`src/rtl/rtc_alarm_pkg.sv`:
```
package rtc_alarm_pkg;
  localparam int unsigned AF_NUM = 4;
  localparam int unsigned AF_W   = 8;
  localparam int unsigned AF_SELW = $clog2(AF_NUM);
  localparam int unsigned AF_FLAG = AF_W - 1;

  typedef enum logic [1:0] {
    AF_SEC  = 2'd0,
    AF_MIN  = 2'd1,
    AF_HOUR = 2'd2,
    AF_DATE = 2'd3
  } af_field_e;

  typedef enum logic [2:0] {
    RP_MONTH,
    RP_DAY,
    RP_HOUR,
    RP_MINUTE,
    RP_SECOND
  } rp_mode_e;

  // bits that carry the BCD value of each field
  function automatic logic [AF_W-1:0] field_keep(af_field_e f);
    case (f)
      AF_SEC, AF_MIN: return 8'h7F;
      default:        return 8'h3F;
    endcase
  endfunction

  function automatic logic [7:0] bcd_value(logic [7:0] v);
    logic [7:0] hi;
    logic [7:0] lo;
    hi = {4'd0, v[7:4]};
    lo = {4'd0, v[3:0]};
    return hi * 8'd10 + lo;
  endfunction

  function automatic logic field_accepts(af_field_e f, logic [AF_W-1:0] v);
    logic [7:0] n;
    n = bcd_value(v & field_keep(f));
    case (f)
      AF_SEC, AF_MIN: return n <= 8'd59;
      AF_HOUR:        return n <= 8'd23;
      default:        return n != 8'd0;
    endcase
  endfunction
endpackage

```
`src/rtl/rtc_alarm_regs.sv`:
```
module rtc_alarm_regs
  import rtc_alarm_pkg::*;
(
  input  logic                        clk,
  input  logic                        rst_n,
  input  logic                        wr_en,
  input  logic [AF_SELW-1:0]          wr_sel,
  input  logic [AF_W-1:0]             wr_data,
  output logic [AF_NUM-1:0][AF_W-1:0] regs,
  output logic                        wr_accepted
);
  logic [AF_NUM-1:0] hit;
  logic [AF_NUM-1:0] ok;

  for (genvar i = 0; i < AF_NUM; i++) begin : g_field
    assign hit[i] = wr_en && (wr_sel == AF_SELW'(i));
    assign ok[i]  = field_accepts(af_field_e'(i), wr_data);

    always_ff @(posedge clk) begin
      if (!rst_n)               regs[i] <= '0;
      else if (hit[i] && ok[i]) regs[i] <= wr_data;
    end

    // an out-of-range write leaves the byte alone
    p_reject_hold_r2: assert property (@(posedge clk) disable iff (!rst_n)
      (hit[i] && !ok[i]) |=> $stable(regs[i]));

    // an accepted byte is stored whole
    p_store_whole_r5: assert property (@(posedge clk) disable iff (!rst_n)
      (hit[i] && ok[i]) |=> (regs[i] == $past(wr_data)));
  end

  assign wr_accepted = |(hit & ok);
endmodule

```
`src/rtl/rtc_alarm_mode.sv`:
```
module rtc_alarm_mode
  import rtc_alarm_pkg::*;
(
  input  logic [AF_NUM-1:0] masks,
  output logic [AF_NUM-1:0] cmp_en
);
  rp_mode_e mode;

  always_comb begin
    case (masks)
      4'b0000: mode = RP_MONTH;
      4'b1000: mode = RP_DAY;
      4'b1100: mode = RP_HOUR;
      4'b1110: mode = RP_MINUTE;
      default: mode = RP_SECOND;
    endcase
  end

  always_comb begin
    case (mode)
      RP_MONTH:  cmp_en = 4'b1111;
      RP_DAY:    cmp_en = 4'b0111;
      RP_HOUR:   cmp_en = 4'b0011;
      RP_MINUTE: cmp_en = 4'b0001;
      default:   cmp_en = 4'b0000;
    endcase
  end
endmodule

```
`src/rtl/rtc_alarm_match.sv`:
```
module rtc_alarm_match
  import rtc_alarm_pkg::*;
(
  input  logic                        clk,
  input  logic                        rst_n,
  input  logic                        tick,
  input  logic                        rearm,
  input  logic [AF_NUM-1:0][AF_W-1:0] regs,
  input  logic [AF_NUM-1:0][AF_W-1:0] now,
  input  logic [AF_NUM-1:0]           cmp_en,
  output logic                        irq
);
  logic [AF_NUM-1:0] field_eq;
  logic              all_match;
  logic              fire;

  for (genvar i = 0; i < AF_NUM; i++) begin : g_cmp
    assign field_eq[i] = !cmp_en[i] ||
      (((regs[i] ^ now[i]) & field_keep(af_field_e'(i))) == '0);
  end

  assign all_match = &field_eq;
  assign fire      = tick && all_match && !rearm;

  always_ff @(posedge clk) begin
    if (!rst_n) irq <= 1'b0;
    else        irq <= fire;
  end

  // the pulse only follows a tick
  p_irq_after_tick_r11: assert property (@(posedge clk) disable iff (!rst_n)
    irq |-> $past(tick));

  // an accepted write on the tick cycle cancels that evaluation
  p_rearm_quiet_r12: assert property (@(posedge clk) disable iff (!rst_n)
    (tick && rearm) |=> !irq);

  // with nothing compared every tick fires unless rearmed
  p_every_tick_r10: assert property (@(posedge clk) disable iff (!rst_n)
    (tick && !rearm && cmp_en == '0) |=> irq);
endmodule

```
`src/rtl/rtc_alarm_unit.sv`:
```
module rtc_alarm_unit
  import rtc_alarm_pkg::*;
(
  input  logic       clk,
  input  logic       rst_n,
  input  logic       tick,
  input  logic [7:0] now_sec,
  input  logic [7:0] now_min,
  input  logic [7:0] now_hour,
  input  logic [7:0] now_date,
  input  logic       wr_en,
  input  logic [1:0] wr_sel,
  input  logic [7:0] wr_data,
  input  logic [1:0] rd_sel,
  output logic [7:0] rd_data,
  output logic       alarm_irq
);
  logic [AF_NUM-1:0][AF_W-1:0] regs;
  logic [AF_NUM-1:0][AF_W-1:0] now;
  logic [AF_NUM-1:0]           masks;
  logic [AF_NUM-1:0]           cmp_en;
  logic                        wr_accepted;

  assign now = {now_date, now_hour, now_min, now_sec};

  for (genvar i = 0; i < AF_NUM; i++) begin : g_mask
    assign masks[i] = regs[i][AF_FLAG];
  end

  rtc_alarm_regs u_regs (
    .clk         (clk),
    .rst_n       (rst_n),
    .wr_en       (wr_en),
    .wr_sel      (wr_sel),
    .wr_data     (wr_data),
    .regs        (regs),
    .wr_accepted (wr_accepted)
  );

  rtc_alarm_mode u_mode (
    .masks  (masks),
    .cmp_en (cmp_en)
  );

  rtc_alarm_match u_match (
    .clk    (clk),
    .rst_n  (rst_n),
    .tick   (tick),
    .rearm  (wr_accepted),
    .regs   (regs),
    .now    (now),
    .cmp_en (cmp_en),
    .irq    (alarm_irq)
  );

  assign rd_data = regs[rd_sel];

  // quiet right after reset
  p_reset_quiet_r1: assert property (@(posedge clk)
    !rst_n |=> !alarm_irq);
endmodule

```
`config.mk`:
```
export PLATFORM = sky130hd
export DESIGN_NAME = rtc_alarm_unit
export DESIGN_NICKNAME = d
export VERILOG_FILES = /design/src/rtl/rtc_alarm_pkg.sv /design/src/rtl/rtc_alarm_regs.sv /design/src/rtl/rtc_alarm_mode.sv /design/src/rtl/rtc_alarm_match.sv /design/src/rtl/rtc_alarm_unit.sv
export SDC_FILE = /design/constraint.sdc
export NUM_CORES = 1
export LEC_CHECK = 0
export BUFFER_PORTS_ARGS = -buffer_cell sky130_fd_sc_hd__buf_2
export CAP_MARGIN = 20
export CORE_ASPECT_RATIO = 1.25
export CORE_MARGIN = 1
export CORE_UTILIZATION = 32
export DETAILED_ROUTE_END_ITERATION = 8
export PLACE_DENSITY = 0.57
export SYNTH_ARGS = -nofsm -noshare
export SYNTH_HDL_FRONTEND = slang
export SYNTH_SLANG_ARGS = --single-unit
```
`constraint.sdc`:
```
create_clock -name clk -period 5.4 [get_ports clk]
set_input_delay 0.81 -clock clk [delete_from_list [all_inputs] [get_ports clk]]
set_output_delay 0.81 -clock clk [all_outputs]
set_load 0.05 [all_outputs]
```
# After elaboration in Yosys (flattened, before gate mapping)
# Index checks and enable logic that the tools add are counted.
dict set report totals {
  word_cells 59
  ff_bits 33
  out_inout_bits 9
  input_bits 48
}
dict set report classes {
  n_mul 2
  n_reduce_logical 29
  n_addsub 2
  n_mux 4
  n_eq_ne 9
  bitwise 5
  magnitude_cmp 3
}
# op n
set op_table {}
lappend op_table {{zero test 8 bit} 4}
lappend op_table {{adder 8 x 4 -> 8 bit} 2}
lappend op_table {{binary-select mux 8 bit (select 2 bit)} 1}
lappend op_table {{one-hot mux 4 bit (4 select lines)} 1}
lappend op_table {{XOR 7 bit} 2}
lappend op_table {{== test 4 bit, second input constant} 3}
lappend op_table {{one-hot mux 3 bit (4 select lines)} 1}
lappend op_table {{XOR 6 bit} 2}
lappend op_table {{logical AND 1 bit} 10}
lappend op_table {{<= comparator 8 x 5 -> 1 bit, second input constant} 1}
lappend op_table {{<= comparator 8 x 6 -> 1 bit, second input constant} 1}
lappend op_table {{two-way mux 8 bit} 1}
lappend op_table {{nonzero test 8 bit} 1}
lappend op_table {{== test 3 x 2 -> 1 bit, second input constant} 2}
lappend op_table {{multiplier 3 x 3 -> 6 bit, second input constant} 1}
lappend op_table {{zero test 1 bit} 5}
lappend op_table {{multiplier 2 x 3 -> 5 bit, second input constant} 1}
lappend op_table {{AND 4 bit} 1}
lappend op_table {{== test 2 bit, second input constant} 2}
lappend op_table {{zero test 4 bit} 1}
lappend op_table {{logical OR 1 bit} 4}
lappend op_table {{AND reduction 4 bit} 1}
lappend op_table {{OR reduction 4 bit} 1}
lappend op_table {{== test 3 x 1 -> 1 bit, second input constant} 1}
lappend op_table {{4 further kinds} 4}

# Logic depth before layout (Yosys ltp)
dict set report depth {
  depth_word 9
  ltp_mapped 9
  ltp_nobuf 8
}

# Modules after synthesis
# Synthesis repeated with hierarchy kept, for this count alone.
dict set report hier_totals {
  cells_unflattened 204
  hier_area_um2 2104.5
}
# mod area_each_um2 seq_area_each_um2 cells_each n_inst
set by_module_without_submodules {}
lappend by_module_without_submodules {rtc_alarm_regs 1529.0 640.6 149 1}
lappend by_module_without_submodules {rtc_alarm_match 321.6 20.0 39 1}
lappend by_module_without_submodules {rtc_alarm_unit 196.4 0.0 10 1}
lappend by_module_without_submodules {rtc_alarm_mode 57.6 0.0 6 1}

# Worst setup path before layout
# OpenSTA, ideal clock, no wires.
dict set report synth_timing {
  path_type {input port to flip-flop}
  startpoint {input wr_data[1]}
  endpoint {register u_regs.regs[0] (netlist name)}
  path_slack_ps 2748
  t_arrival_ps 2581
  n_path_buf 0
  required_ps 5328
  cell_stages 7
  path_cell_list {ha_1 > fa_1 > a21o_2 > o21ai_0 > a32oi_2 > a21oi_4 > mux2i_1}
}
dict set report synth_between {
  elab_chain_len 3
}
# element line
set synth_rtl {}
lappend synth_rtl {{from (decl)} rtc_alarm_unit.sv:13} ;# input logic [7:0] wr_data,
lappend synth_rtl {{adder 8 x 4 -> 8 bit} rtc_alarm_pkg.sv:35} ;# return hi * 8'd10 + lo;
lappend synth_rtl {{<= comparator 8 x 6 -> 1 bit} rtc_alarm_pkg.sv:42} ;# AF_SEC, AF_MIN: return n <= 8'd59;
lappend synth_rtl {{logical AND 1 bit} rtc_alarm_regs.sv:21} ;# else if (hit[i] && ok[i]) regs[i] <= wr_data;
lappend synth_rtl {{to (signal, indexed assignment)} rtc_alarm_regs.sv:21}
lappend synth_rtl {{to (decl)} rtc_alarm_regs.sv:9} ;# output logic [AF_NUM-1:0][AF_W-1:0] regs,
# No other way between the ends.
# A chain may end at the register's enable or synchronous reset.

# Worst setup path in the final report
dict set report layout_timing {
  startpoint {input wr_data[4]}
  endpoint {register u_regs.regs[8] (netlist name)}
}
dict set report layout_between {
  elab_chain_len 4
}
# element line
set layout_rtl {}
lappend layout_rtl {{multiplier 3 x 3 -> 6 bit} rtc_alarm_pkg.sv:35}
lappend layout_rtl {{adder 8 x 4 -> 8 bit} rtc_alarm_pkg.sv:35}
lappend layout_rtl {{<= comparator 8 x 6 -> 1 bit} rtc_alarm_pkg.sv:42}
lappend layout_rtl {{logical AND 1 bit} rtc_alarm_regs.sv:21}
# No other way between the ends.

==> run metrics <==
ratio of cells with drive above 1 in the final layout about 28%; worst endpoint required time ~5.6 ns; crit path max-delay cell type sky130_fd_sc_hd__a21boi_2; detailed-route via count between 1500 and 2000; number of placed I/O pins 57; cell chain of the critical path buf_2 > ha_1 > fa_1 > a21o_2 > o21ai_0 > a32oi_2 > a21boi_2 > mux2i_1; first-pass GRT wire length between 8 and 9 mm; storage element area 661 sq um; crit path capture type flop; category of cells accounting for the largest share of critical-path delay compound AO/OA/AOI/OAI gates; average routed wire per standard cell about 15 um; max-slew violation count 0; row count 32; largest stage delay on the critical path ~0.62 ns; post-route fraction of the period consumed by the critical path a little under three fifths; via density per instance around 5; horizontal die dimension approximately 75 um; gpl congestion between 0.8 and 0.9; top area cells in the synthesized netlist sky130_fd_sc_hd__dfxtp_1, sky130_fd_sc_hd__mux2i_1, sky130_fd_sc_hd__mux4_2, sky130_fd_sc_hd__xor2_1, sky130_fd_sc_hd__nand2_1; Bufs on Longest Clock Path 2; most frequently used cell type in the post-synthesis netlist sky130_fd_sc_hd__dfxtp_1; maximum number of pins on one net before global-route repair 27; instance count of the mapped netlist 220; area growth from synthesis to final layout 18.6%; total negative setup slack 0 ns; unrepaired setup endpoints after global routing no; starting DRC count in detailed routing 75; leakage power figure around 1 nW; Port-buffer cells 50; level count of the clock H-tree 2; buffering stage count on the worst path with inverters included 1; Die Outline Area 6920 sq um; type of the worst setup path input port to flop; post-cts gate resize count 0; number of buffers inserted to repair setup after CTS 0; CP startpoint kind input port; CTS Sinks 33; fraction of the core area covered by cells at the end of the flow between 30% and 40%; worst-case setup slack after placement just over 2 ns; number of cells on the worst hold path 2; final clock skew a little over 0.003 ns; number of maximum-capacitance constraint violations 0; share of flip-flops with an asynchronous set or reset after synthesis 0%; Reg2Reg Depth 5; Antenna Nets Post-Route 0; Setup Viol. Count Final 0; mapped cell area around 2100 sq um; Core Footprint about 6300 sq um; biggest area consumer among synthesized cells sky130_fd_sc_hd__dfxtp_1; clock tree root driver cell sky130_fd_sc_hd__clkbuf_8; final net count about 320; half-perimeter wire length after detailed placement roughly 4.3 mm; result of the run finished, final reports clean; Max Clk Rate approximately 330 MHz; number of antenna violations at the first check in global routing 0; filler cell count in the final layout 673; largest driver fanout on the critical path 8; CTS clk-pin slew, worst paths 0.07 ns; area taken by multi-input logic gates around 1400 sq um; VDD IR max a little over 0.08 mV; syn avg cell area about 9.6 sq um; number of flip-flops and latches in the synthesized netlist 33; crit path launch wr_data[4]; chip height approximately 93 um; Post-CTS Hold Fix Bufs 0; Cell Area, Placed between 2000 and 2500 sq um; Post-Layout Inst Area 2500 sq um; insertion delay to the later sink of the worst-skew pair about 0.28 ns; via count of the first global-routing pass ~1700; Min-Delay Path Class flop to flop; worst path setup slack after routing about 2.4 ns; number of flops mapped to enable cells by yosys 0; total routing resource utilization after global routing around 17%; proportion of netlist area held by the largest area contributor a little under a third; slew at the pin closest to its max-slew limit between 0.8 and 0.9 ns; final critical path time including I/O delays and setup around 3 ns; instance count on the critical path 8; count of different cell masters after synthesis 44; nets in the synthesized netlist around 280; number of detailed-routing iterations run before antenna repair 4; total congestion overflow after global routing 0; reg-to-reg startpoint u_regs.regs[14]; arrival time at the worst endpoint between 3 and 4 ns; worst hold margin around 0.48 ns; Initial Util between 30 and 40%; origin of the worst min-delay path u_regs.regs[3]; Inserted Diodes 0; power per cell area approximately 230 nW/um^2; Ys Warns 0; Detailed Route WL ~5.4 mm; clock tree from TritonCTS yes; Most used DFF post-synth sky130_fd_sc_hd__dfxtp_1; Max transition margin 42.5%; count of final hold-check violations 0; residual DRC count 0; CTS buffer count 5; sequential element share of the synthesized area between 30% and 40%; cell types with the highest counts after synthesis sky130_fd_sc_hd__dfxtp_1, sky130_fd_sc_hd__nand2_1, sky130_fd_sc_hd__mux2i_1, sky130_fd_sc_hd__xor2_1, sky130_fd_sc_hd__a21oi_1
-- worst register-to-register path, delay by kind of cell, from the launching register on --
kind             cells  cell delay (ns)
AO/OA/AOI/OAI        2             0.60
XOR/XNOR             1             0.18
flip-flops           1             0.33
AND/OR/NAND/NOR      2             0.71
-- cell families after synthesis --
logic type / after synthesis / synth area share (%)
XOR/XNOR: 27 / 11.2
multiplexers: 31 / 19.5
buffers and inverters: 13 / 2.79
AO/OA/AOI/OAI: 43 / 15.8
flip-flops: 33 / 31.3
adder cells (fa/ha/maj): 8 / 5.10
AND/OR/NAND/NOR: 65 / 14.3
-- through the flow --
step / total power, mW / std cells
after floorplan: 0.365 / 220
after global placement: 0.409 / 346
after detailed placement: 0.410 / 346
after CTS: 0.587 / 354
after global routing: 0.613 / 354
final: 0.581 / 354
-- path summary, 6_finish.rpt --
path / to / slack [ns]
setup / recovery: u_regs.regs[8] / 2.37
setup reg to reg: u_match.irq / 3.53
hold / removal: u_regs.regs[3] / 0.48
hold reg to reg: u_regs.regs[3] / 0.48
-- final cells by class --
class                      count  share of cell area (%)
timing repair buffer          50                    10.0
multi-input combinational    174                    55.5
clock buffer                   8                    3.20
tap                           85                    4.25
sequential                    33                    26.4
inverter                       4                   0.600
-- registers in the layout, summed over array words and instances, names as in the netlist --
signal and flops:
u_match.irq 1, u_regs.regs 32
-- per-layer routing --
| metal | global-route usage, % | wire (um) |
|---|---|---|
| met1 | 20.5 | 2440 |
| met2 | 28.8 | 2670 |
| met3 | 3.37 | 182 |
| met4 | 6.60 | 112 |
| met5 | 0 | 0 |
-- placed cells by master (no fill, tap or decap), types with 2 or more instances in the layout --
master / instances
sky130_fd_sc_hd__nand2b_1: 3
sky130_fd_sc_hd__clkbuf_1: 3
sky130_fd_sc_hd__nor4_1: 5
sky130_fd_sc_hd__a21oi_1: 14
sky130_fd_sc_hd__nand4_1: 2
sky130_fd_sc_hd__mux2i_1: 23
sky130_fd_sc_hd__xor2_1: 17
sky130_fd_sc_hd__ha_1: 7
sky130_fd_sc_hd__or2_2: 2
sky130_fd_sc_hd__nand3_1: 9
sky130_fd_sc_hd__inv_1: 4
sky130_fd_sc_hd__nand2_1: 29
sky130_fd_sc_hd__o21ai_0: 10
sky130_fd_sc_hd__clkbuf_8: 5
sky130_fd_sc_hd__a21o_2: 2
sky130_fd_sc_hd__xnor2_1: 10
sky130_fd_sc_hd__nor2_1: 10
sky130_fd_sc_hd__buf_2: 50
sky130_fd_sc_hd__mux4_2: 8
sky130_fd_sc_hd__dfxtp_1: 33
-- power breakdown --
group | leakage [nW] | switching, mW | internal, mW
combinational | 0.700 | 0.0814 | 0.0586
clock | 0.0395 | 0.0863 | 0.0915
sequential | 0.268 | 0.00923 | 0.254
(Power assumes the default switching activity.)
